--- src/rtl/dscr_vet_pkg.sv ---
package dscr_vet_pkg;

  localparam int DW = 32;

  // control word field positions (decoded by the engine, so fixed)
  localparam int PRE_LSB      = 0;
  localparam int PRE_W        = 8;
  localparam logic [7:0] PRE_VALUE = 8'hA5;
  localparam int C_CPL_IRQ    = 8;
  localparam int C_WB_EN      = 9;
  localparam int C_IGN_DONE   = 10;
  localparam int C_BURST      = 11;
  localparam int C_MODE       = 18;
  localparam int C_LAST       = 19;
  localparam int C_CSUM_EN    = 20;
  localparam int C_LAST_FRAME = 21;
  localparam int DONE_BIT     = 31;

  // error bank bases, offset by channel
  localparam int EB_FETCH = 1;
  localparam int EB_PRE   = 7;
  localparam int EB_CSUM  = 13;
  localparam int EB_DONE  = 25;

  typedef enum logic [2:0] {
    VC_PASS     = 3'd0,
    VC_FETCH    = 3'd1,
    VC_PREAMBLE = 3'd2,
    VC_CSUM     = 3'd3,
    VC_REPLAY   = 3'd4
  } verdict_e;

endpackage

--- src/rtl/dscr_vet_collect.sv ---
module dscr_vet_collect
  import dscr_vet_pkg::*;
#(
  parameter int NUM_WORDS = 16,
  parameter int FLAG_IDX  = 5,
  parameter int CH_W      = 3
) (
  input  logic            clk,
  input  logic            rst,
  input  logic            beat,
  input  logic            abort,
  input  logic [DW-1:0]   word,
  input  logic [CH_W-1:0] chan,
  output logic            last_beat,
  output logic            idle,
  output logic [DW-1:0]   sum_q,
  output logic [DW-1:0]   ctrl_q,
  output logic [DW-1:0]   flag_q,
  output logic [CH_W-1:0] ch_q
);
  localparam int IDX_W = $clog2(NUM_WORDS);
  localparam logic [IDX_W-1:0] LAST_IDX = IDX_W'(NUM_WORDS - 1);
  localparam logic [IDX_W-1:0] F_IDX    = IDX_W'(FLAG_IDX);

  logic [IDX_W-1:0] idx;

  assign last_beat = beat && (idx == LAST_IDX);
  assign idle      = (idx == '0);

  always_ff @(posedge clk) begin
    if (rst || abort || last_beat) begin
      idx   <= '0;
      sum_q <= '0;
    end else if (beat) begin
      idx   <= idx + 1'b1;
      sum_q <= sum_q + word;
    end
  end

  always_ff @(posedge clk) begin
    if (rst) begin
      ctrl_q <= '0;
      flag_q <= '0;
      ch_q   <= '0;
    end else if (beat && !abort) begin
      if (idx == '0) begin
        ctrl_q <= word;
        ch_q   <= chan;
      end
      if (idx == F_IDX) flag_q <= word;
    end
  end

  // the running sum always restarts from zero at a descriptor boundary
  p_sum_clear_r3: assert property (@(posedge clk) disable iff (rst)
    (idx == '0) |-> (sum_q == '0));

  // an abort always sends collection back to word 0
  p_abort_restart_r6: assert property (@(posedge clk) disable iff (rst)
    abort |=> (idx == '0));

endmodule

--- src/rtl/dscr_vet_judge.sv ---
module dscr_vet_judge
  import dscr_vet_pkg::*;
#(
  parameter int CH_W = 3
) (
  input  logic            fetch,
  input  logic [DW-1:0]   ctrl,
  input  logic [DW-1:0]   flag,
  input  logic [DW-1:0]   sum,
  input  logic [DW-1:0]   csum_word,
  input  logic [CH_W-1:0] ch,
  output verdict_e        cls,
  output logic [DW-1:0]   err
);
  logic pre_bad, csum_bad, replay;
  logic unused_judge;

  assign pre_bad  = ctrl[PRE_LSB +: PRE_W] != PRE_VALUE;
  assign csum_bad = ctrl[C_CSUM_EN] && (sum != csum_word);
  assign replay   = flag[DONE_BIT] && !ctrl[C_IGN_DONE];
  assign unused_judge = ^{ctrl[DW-1:C_CSUM_EN+1], ctrl[C_CSUM_EN-1:C_IGN_DONE+1],
                          ctrl[C_IGN_DONE-1:PRE_W], flag[DONE_BIT-1:0]};

  always_comb begin
    cls = VC_PASS;
    err = '0;
    if (fetch) begin
      cls = VC_FETCH;
      err = DW'(1) << (EB_FETCH + int'(ch));
    end else if (pre_bad) begin
      cls = VC_PREAMBLE;
      err = DW'(1) << (EB_PRE + int'(ch));
    end else if (csum_bad) begin
      cls = VC_CSUM;
      err = DW'(1) << (EB_CSUM + int'(ch));
    end else if (replay) begin
      cls = VC_REPLAY;
      err = DW'(1) << (EB_DONE + int'(ch));
    end
  end

endmodule

--- src/rtl/dscr_vet_status.sv ---
module dscr_vet_status
  import dscr_vet_pkg::*;
#(
  parameter int CH_W = 3
) (
  input  logic            pass,
  input  logic [DW-1:0]   ctrl,
  input  logic [DW-1:0]   flag,
  input  logic [CH_W-1:0] ch,
  output logic [DW-1:0]   status,
  output logic            chain_end,
  output logic [DW-1:0]   evt,
  output logic            wb_req,
  output logic [DW-1:0]   wb_word
);
  logic [DW-1:0] built;
  logic unused_status;

  assign unused_status = ^{ctrl[DW-1:C_LAST_FRAME+1], ctrl[C_MODE-1:C_BURST+1]};

  always_comb begin
    built                    = '0;
    built[20:13]             = ctrl[PRE_LSB +: PRE_W];
    built[4]                 = ctrl[C_BURST];
    built[5]                 = ctrl[C_MODE];
    built[6]                 = ctrl[C_CSUM_EN];
    built[7]                 = ctrl[C_LAST];
    built[8]                 = ctrl[C_LAST_FRAME];
    built[9]                 = ctrl[C_IGN_DONE];
    built[10]                = flag[DONE_BIT];
    built[11]                = ctrl[C_WB_EN];
    built[12]                = ctrl[C_CPL_IRQ];
  end

  assign status    = pass ? built : '0;
  assign chain_end = pass && (ctrl[C_LAST] || ctrl[C_LAST_FRAME]);
  assign evt       = (pass && ctrl[C_CPL_IRQ]) ? (DW'(1) << ch) : '0;
  assign wb_req    = pass && ctrl[C_WB_EN];
  assign wb_word   = wb_req ? (flag | (DW'(1) << DONE_BIT)) : '0;

endmodule

--- src/rtl/dscr_vetter.sv ---
module dscr_vetter
  import dscr_vet_pkg::*;
#(
  parameter int NUM_WORDS = 16,
  parameter int FLAG_IDX  = 5,
  parameter int NUM_CH    = 6,
  parameter int CH_W      = 3
) (
  input  logic            clk,
  input  logic            rst,
  input  logic            in_valid,
  input  logic [31:0]     in_word,
  input  logic [CH_W-1:0] in_chan,
  input  logic            fetch_err,
  output logic            res_valid,
  output logic            res_pass,
  output logic [2:0]      res_class,
  output logic [31:0]     err_bits,
  output logic [31:0]     status_word,
  output logic            chain_end,
  output logic [31:0]     done_evt,
  output logic            wb_req,
  output logic [31:0]     wb_word
);
  logic            beat, last_beat, idle, fire;
  logic [DW-1:0]   sum_q, ctrl_q, flag_q;
  logic [CH_W-1:0] ch_q, ch_sel;
  verdict_e        cls;
  logic [DW-1:0]   err_c, stat_c, evt_c, wbw_c;
  logic            chain_c, wbr_c, pass_c;

  assign beat   = in_valid && !fetch_err;
  assign ch_sel = (fetch_err && idle) ? in_chan : ch_q;
  assign fire   = fetch_err || last_beat;

  dscr_vet_collect #(.NUM_WORDS(NUM_WORDS), .FLAG_IDX(FLAG_IDX), .CH_W(CH_W)) u_collect (
    .clk(clk), .rst(rst), .beat(beat), .abort(fetch_err), .word(in_word),
    .chan(in_chan), .last_beat(last_beat), .idle(idle), .sum_q(sum_q),
    .ctrl_q(ctrl_q), .flag_q(flag_q), .ch_q(ch_q)
  );

  dscr_vet_judge #(.CH_W(CH_W)) u_judge (
    .fetch(fetch_err), .ctrl(ctrl_q), .flag(flag_q), .sum(sum_q),
    .csum_word(in_word), .ch(ch_sel), .cls(cls), .err(err_c)
  );

  assign pass_c = (cls == VC_PASS);

  dscr_vet_status #(.CH_W(CH_W)) u_status (
    .pass(pass_c), .ctrl(ctrl_q), .flag(flag_q), .ch(ch_q),
    .status(stat_c), .chain_end(chain_c), .evt(evt_c),
    .wb_req(wbr_c), .wb_word(wbw_c)
  );

  always_ff @(posedge clk) begin
    if (rst || !fire) begin
      res_valid   <= 1'b0;
      res_pass    <= 1'b0;
      res_class   <= '0;
      err_bits    <= '0;
      status_word <= '0;
      chain_end   <= 1'b0;
      done_evt    <= '0;
      wb_req      <= 1'b0;
      wb_word     <= '0;
    end else begin
      res_valid   <= 1'b1;
      res_pass    <= pass_c;
      res_class   <= cls;
      err_bits    <= err_c;
      status_word <= stat_c;
      chain_end   <= chain_c;
      done_evt    <= evt_c;
      wb_req      <= wbr_c;
      wb_word     <= wbw_c;
    end
  end

  // no input activity, no verdict
  p_no_spurious_r1: assert property (@(posedge clk) disable iff (rst)
    (!in_valid && !fetch_err) |=> !res_valid);

  // a fetch error is always reported as class 1 next cycle
  p_fetch_report_r6: assert property (@(posedge clk) disable iff (rst)
    fetch_err |=> (res_valid && res_class == 3'd1));

  // at most one error bit; pass exactly when none
  p_single_err_r5: assert property (@(posedge clk) disable iff (rst)
    res_valid |-> ($onehot0(err_bits) && (res_pass == (err_bits == '0))));

  // failed or absent verdicts carry no pass-side outputs
  p_fail_quiet_r11: assert property (@(posedge clk) disable iff (rst)
    !res_pass |-> (!chain_end && !wb_req && done_evt == '0 && status_word == '0));

  // completion event names a single channel, only on a pass
  p_evt_single_r9: assert property (@(posedge clk) disable iff (rst)
    (done_evt != '0) |-> (res_pass && $countones(done_evt) == 1));

  // write-back always carries the done flag
  p_wb_flag_r10: assert property (@(posedge clk) disable iff (rst)
    wb_req |-> wb_word[31]);

  // channel number stays inside the configured range
  p_chan_range_r6: assert property (@(posedge clk) disable iff (rst)
    (in_valid || fetch_err) |-> (int'(in_chan) < NUM_CH));

endmodule

--- config.mk ---
export PLATFORM = sky130hd
export DESIGN_NAME = dscr_vetter
export DESIGN_NICKNAME = d
export VERILOG_FILES = /design/src/rtl/dscr_vet_pkg.sv /design/src/rtl/dscr_vet_collect.sv /design/src/rtl/dscr_vet_judge.sv /design/src/rtl/dscr_vet_status.sv /design/src/rtl/dscr_vetter.sv
export SDC_FILE = /design/constraint.sdc
export NUM_CORES = 1
export LEC_CHECK = 0
export BUFFER_PORTS_ARGS = -buffer_cell sky130_fd_sc_hd__buf_4
export CORE_MARGIN = 2
export CORE_UTILIZATION = 35
export DETAILED_ROUTE_END_ITERATION = 8
export GPL_ROUTABILITY_DRIVEN = 0
export PLACE_DENSITY = 0.63
export SYNTH_ARGS = -nofsm -noshare
export SYNTH_HDL_FRONTEND = slang
export SYNTH_HIERARCHICAL = 1
export SYNTH_SLANG_ARGS = --single-unit
--- constraint.sdc ---
create_clock -name clk -period 6.5 [get_ports clk]
set_input_delay 1.3 -clock clk [delete_from_list [all_inputs] [get_ports clk]]
set_output_delay 1.3 -clock clk [all_outputs]
set_load 0.02 [all_outputs]
## Yosys cells after proc, flatten, opt, wreduce, memory -nomap -nowiden

Cells that the tools add are included.
W data, S select, Z words.

- Add/sub/neg operators: 6
- Eq/ne operators: 4
- Shift operators: 5
- Multiplexer cells: 11
- Bitwise logic cells: 3
- Reduce and logical (&&, ||, !) cells: 24

Operators by type and width:

| cell | number |
|---|---|
| $mux W32 | 5 |
| $shl A1 B32 Y32 const A | 4 |
| $add A32 B32 Y32 | 1 |
| $ne A32 B32 Y1 | 1 |
| $shl A1 B3 Y32 const A | 1 |
| $mux W3 | 5 |
| $logic_and A1 B1 Y1 | 9 |
| $ne A8 B8 Y1 const B | 1 |
| $add A5 B3 Y6 const A | 1 |
| $reduce_or A2 Y1 | 3 |
| $add A4 B3 Y5 const A | 1 |
| $logic_or A1 B1 Y1 | 5 |
| $add A1 B3 Y4 const A | 1 |
| $add A3 B3 Y4 const A | 1 |
| $add A4 B1 Y4 const B | 1 |
| $eq A4 B3 Y1 const B | 1 |
| $eq A4 B4 Y1 const B | 1 |
| $logic_not A4 Y1 | 1 |
| $reduce_and A2 Y1 | 2 |
| $logic_not A1 Y1 | 3 |
| $logic_not A3 Y1 | 1 |
| $not A1 Y1 | 3 |
| $mux W1 | 1 |

- Register bits: 228
- Input port bits: 39
- Word-level logic and storage cells: 69

## Logic depth before layout (Yosys ltp)

- Word-level depth: 10
- Gate-level depth with buffers: 14

## Cells and area by module

Netlist, hierarchy kept.

Modules (own cells, without submodules):

| module | instances | cells an instance | area an instance (um^2) |
|---|---|---|---|
| dscr_vet_collect | 1 | 684 | 5,340.1 |
| dscr_vetter | 1 | 291 | 3,797.4 |
| dscr_vet_judge | 1 | 162 | 1,156.1 |
| dscr_vet_status | 1 | 112 | 750.7 |

## Worst setup path before layout

OpenSTA, ideal clock, no wires.

- Kind: in2reg
- Start point: input in_word[24]
- End point: register status_word[11]
- Setup time: 0.057 ns
- Arrival time: 3.588 ns
- Data required time: 6.443 ns
- Path slack: 2.856 ns
- Stages: 11
- Cell sequence: xor2_1 -> nor4_1 -> and4_4 -> a21oi_2 -> buf_6 -> o31a_2 -> nor3_1 -> clkbuf_2 -> and2_1 -> buf_4 -> and2_4

- Word-level cells in the longest chain between the ends: 8

RTL lines:

| item | RTL line | RTL |
|---|---|---|
| from (decl) | dscr_vetter.sv:12 | `input logic [31:0] in_word,` |
| $ne A32 B32 Y1 | dscr_vet_judge.sv:19 | `assign csum_bad = ctrl[C_CSUM_EN] && (sum != csum_word);` |
| $logic_and A1 B1 Y1 | dscr_vet_judge.sv:19 |  |
| $mux W3 | dscr_vet_judge.sv:33 | `end else if (csum_bad) begin` |
| $mux W3 | dscr_vet_judge.sv:30 | `end else if (pre_bad) begin` |
| $mux W3 | dscr_vet_judge.sv:27 | `if (fetch) begin` |
| net cls[1] | dscr_vetter.sv:28 | `verdict_e cls;` |
| $logic_not A3 Y1 | dscr_vetter.sv:47 | `assign pass_c = (cls == VC_PASS);` |
| net pass_c | dscr_vetter.sv:30 | `logic chain_c, wbr_c, pass_c;` |
| $not A1 Y1 (no line) | -- |  |
| $reduce_or A2 Y1 (no line) | -- |  |
| to (signal assigned) | dscr_vetter.sv:71 | `status_word <= stat_c;` |
| to (decl) | dscr_vetter.sv:19 | `output logic [31:0] status_word,` |

The timed path passes the listed nets, and every way through them passes these cells.
A chain may end at the register's enable or synchronous reset.

## Worst setup path after layout

- Start point: input fetch_err
- End point: register err_bits[10]

- Word-level cells in the longest chain between the ends: 8

RTL lines:

| item | RTL line | RTL |
|---|---|---|
| from (decl) | dscr_vetter.sv:14 | `input logic fetch_err,` |
| $logic_and A1 B1 Y1 * | dscr_vetter.sv:33 | `assign ch_sel = (fetch_err && idle) ? in_chan : ch_q;` |
| $mux W3 * | dscr_vetter.sv:33 |  |
| net ch_sel[2] | dscr_vetter.sv:27 | `logic [CH_W-1:0] ch_q, ch_sel;` |
| $add A5 B3 Y6 | dscr_vet_judge.sv:38 | `err = DW'(1) << (EB_DONE + int'(ch));` |
| $shl A1 B32 Y32 | dscr_vet_judge.sv:38 |  |
| $mux W32 | dscr_vet_judge.sv:36 | `end else if (replay) begin` |
| $mux W32 | dscr_vet_judge.sv:33 |  |
| $mux W32 | dscr_vet_judge.sv:30 |  |
| $mux W32 * | dscr_vet_judge.sv:27 |  |
| net err_c[10] | dscr_vetter.sv:29 | `logic [DW-1:0] err_c, stat_c, evt_c, wbw_c;` |
| to (signal assigned) | dscr_vetter.sv:70 | `err_bits <= err_c;` |
| to (decl) | dscr_vetter.sv:18 | `output logic [31:0] err_bits,` |

The timed path passes the listed nets; every way through them passes the cells marked *.

==> results.txt <==
* Number of instances resized during post-cts repair: 0
- Pin count of the biggest net entering global routing: 87
- Adding up every negative setup slack in the final design gives 0 ns.
* TritonCTS buffer count: 25
* Least-Margin Pin Slew: 1.01 ns
- Maximum buffer depth of the clock tree: 3
* Number of antenna violations at the first check in global routing: 0
- GRT Overall Usage: 16.2%
* Count of nets after finishing: 1391
- WHS: 0.450 ns
- Post-CTS Repair Setup Buffers: 0
- Crit path launch type: primary input
* Core Region: 29600 um2
- # H-tree levels: 1
- Final Cycle Share: 63.7%
- Across the routed clock network, the largest skew measured is 0.0112 ns.
- Overall die height: 177 um
- Worst Min Path Start: u_collect/flag_q[20]
* Endpoint class of the critical path: flop
* Hold/Removal Path Class: flop to flop
* Overall power: 3.16 mW
* Gate Count Post-Synth: 1185
* Number of failing setup endpoints in the final timing report: 0
- TritonCTS built the clock tree.
- Startpoint of the lowest-slack register-to-register path: u_collect/idx[0]
* Layout Utilization: 42.8%
- The flow ran to the end, and the final reports show no timing, DRC or antenna violations.
- The critical path in this run is classified as primary input to flop.
- Antenna-violating nets left: 0
* Number of rows in the core area: 63
- The floorplan step set the die width to 177 um.
- # placed instances: 1675
- Critical path required time: 6.96 ns
- Pin placement for this block handled 174 I/O pins.
- Final number of max-transition violations: 0
* Min Tclk post-route: 4.14 ns
- In the final routed layout, each cell accounts on average for 15.3 um.
- Layout cells sized above 1: 22.6%
* Global-route wire length before repair: 40800 um
- CP arrival: 4.60 ns
- The number of hold-slack violations in the final timing report is 0.
- Final std cells w/o fill: 1720
- In this run the worst path has a maximum fanout of 20.
* Mean instance size in the synthesized netlist: 8.88 um2
- The cell area that synthesis handed to floorplanning was 10500 um2.
* Detailed-route wire length: 26300 um
- The number of global-route vias before repair came to 7468.
- MaxCap Viol Count: 0
- Total number of vias: 8308
- Root Buffer Master: clkbuf_16
- Worst-Skew Late Latency: 0.52 ns
- Tightest slew margin relative to the limit: 32.6%
* Number of port buffers: 173
- Power per Cell Area: 249 nW/um2
* Average vias per placed instance: 4.83
- Remaining DRCs: 0
* # hold bufs at CTS: 0
- P_leak: 5.49 nW
* Drt first-iter violations: 523
* Overflow left after global routing: 0
* Worst voltage drop across the vdd grid: 0.177 mV
* Unrepaired setup endpoints after global routing: no
- Highest Clock Rate: 241 MHz
- The wire-length estimate of the detail-placed layout is 19300 um.
* Synthesis-to-layout area growth: 20.7%
- Before antenna repair, the detailed router went through 5 iterations.
* Count of antenna diodes in the layout: 0
- The die covers 31500 um2.
- Yosys synthesis warning count: 6
- Initial cell density of the core: 35.5%
- The critical path starts at fetch_err.
- Clock transition at path regs: 0.06 ns
- Total number of clock tree sinks: 222
-- worst max-delay path, cell delays in order --
cell and delay [ns]:
buf_4 0.26, nand2_1 0.20, mux2_2 0.49, clkinv_1 0.37
ha_1 0.65, nor4bb_1 0.36, nand2_1 0.12, o32a_2 0.37
a21boi_0 0.27, and2_4 0.19
-- layout make-up --
class | instances | area, um2
Fill cell | 2919 | 16900
Clock buffer | 26 | 639
Clock inverter | 19 | 218
Multi-Input combinational cell | 867 | 5500
Timing Repair Buffer | 179 | 1340
Inverter | 17 | 63.8
Tap cell | 390 | 488
Sequential cell | 222 | 4440
-- through the flow --
step | cell area, um2 | worst slack (ns)
floorplan | 10700 | 2.86
global placement | 11800 | 1.88
detailed placement | 11800 | 1.89
CTS | 12700 | 2.41
global route | 12700 | 2.16
finish | 12700 | 2.36
-- where the power goes --
| group | total (mW) | switching, mW | internal (mW) |
|---|---|---|---|
| logic | 0.300 | 0.186 | 0.114 |
| clock network | 1.46 | 0.582 | 0.879 |
| registers | 1.40 | 0.0153 | 1.38 |
-- cell usage in the layout (no fill, tap or decap), types with 4 or more instances in the layout --
master	n
o21ai_0	31
and2_1	120
dfxtp_1	222
nor4_1	10
and2_4	35
and3_1	26
nor2_1	52
a31oi_1	11
o211ai_1	7
or2_2	4
nor3_1	16
and3_2	7
clkinv_2	8
mux2i_1	18
a21o_1	16
nand3_1	15
a21oi_1	85
o22ai_1	5
inv_1	16
xor2_1	30
a211oi_1	4
bufinv_16	4
o21a_1	4
or3_1	4
nand2_1	159
buf_4	179
ha_1	39
clkbuf_16	25
nand2b_1	11
nand4_1	14
xnor2_1	32
conb_1	39
-- routing by layer --
layer / global-route usage (%) / vias up / wire (um)
met5: 0 / - / 0
met1: 22.3 / 3816 / 12300
met2: 26.0 / 279 / 11700
met3: 2.68 / 37 / 1720
met4: 4.34 / 0 / 498
li1: - / 4176 / -
-- sequential cells by signal, indices dropped and copies added, names as in the netlist --
| signal | flops |
|---|---|
| wb_word | 32 |
| res_class | 3 |
| u_collect/sum_q | 32 |
| res_valid | 1 |
| u_collect/ctrl_q | 16 |
| u_collect/ch_q | 3 |
| wb_req | 1 |
| chain_end | 1 |
| status_word | 32 |
| done_evt | 32 |
| res_pass | 1 |
| u_collect/idx | 4 |
| err_bits | 32 |
| u_collect/flag_q | 32 |
-- worst paths after layout --
check / end / depth (start not counted) / slack [ns]
setup / recovery: err_bits[10] / 10 / 2.36
hold / removal: u_collect/flag_q[20] / 2 / 0.45
setup reg to reg: err_bits[10] / 12 / 2.47
hold reg to reg: u_collect/flag_q[20] / 2 / 0.45
No activity file was read; power rests on OpenSTA's default activity.
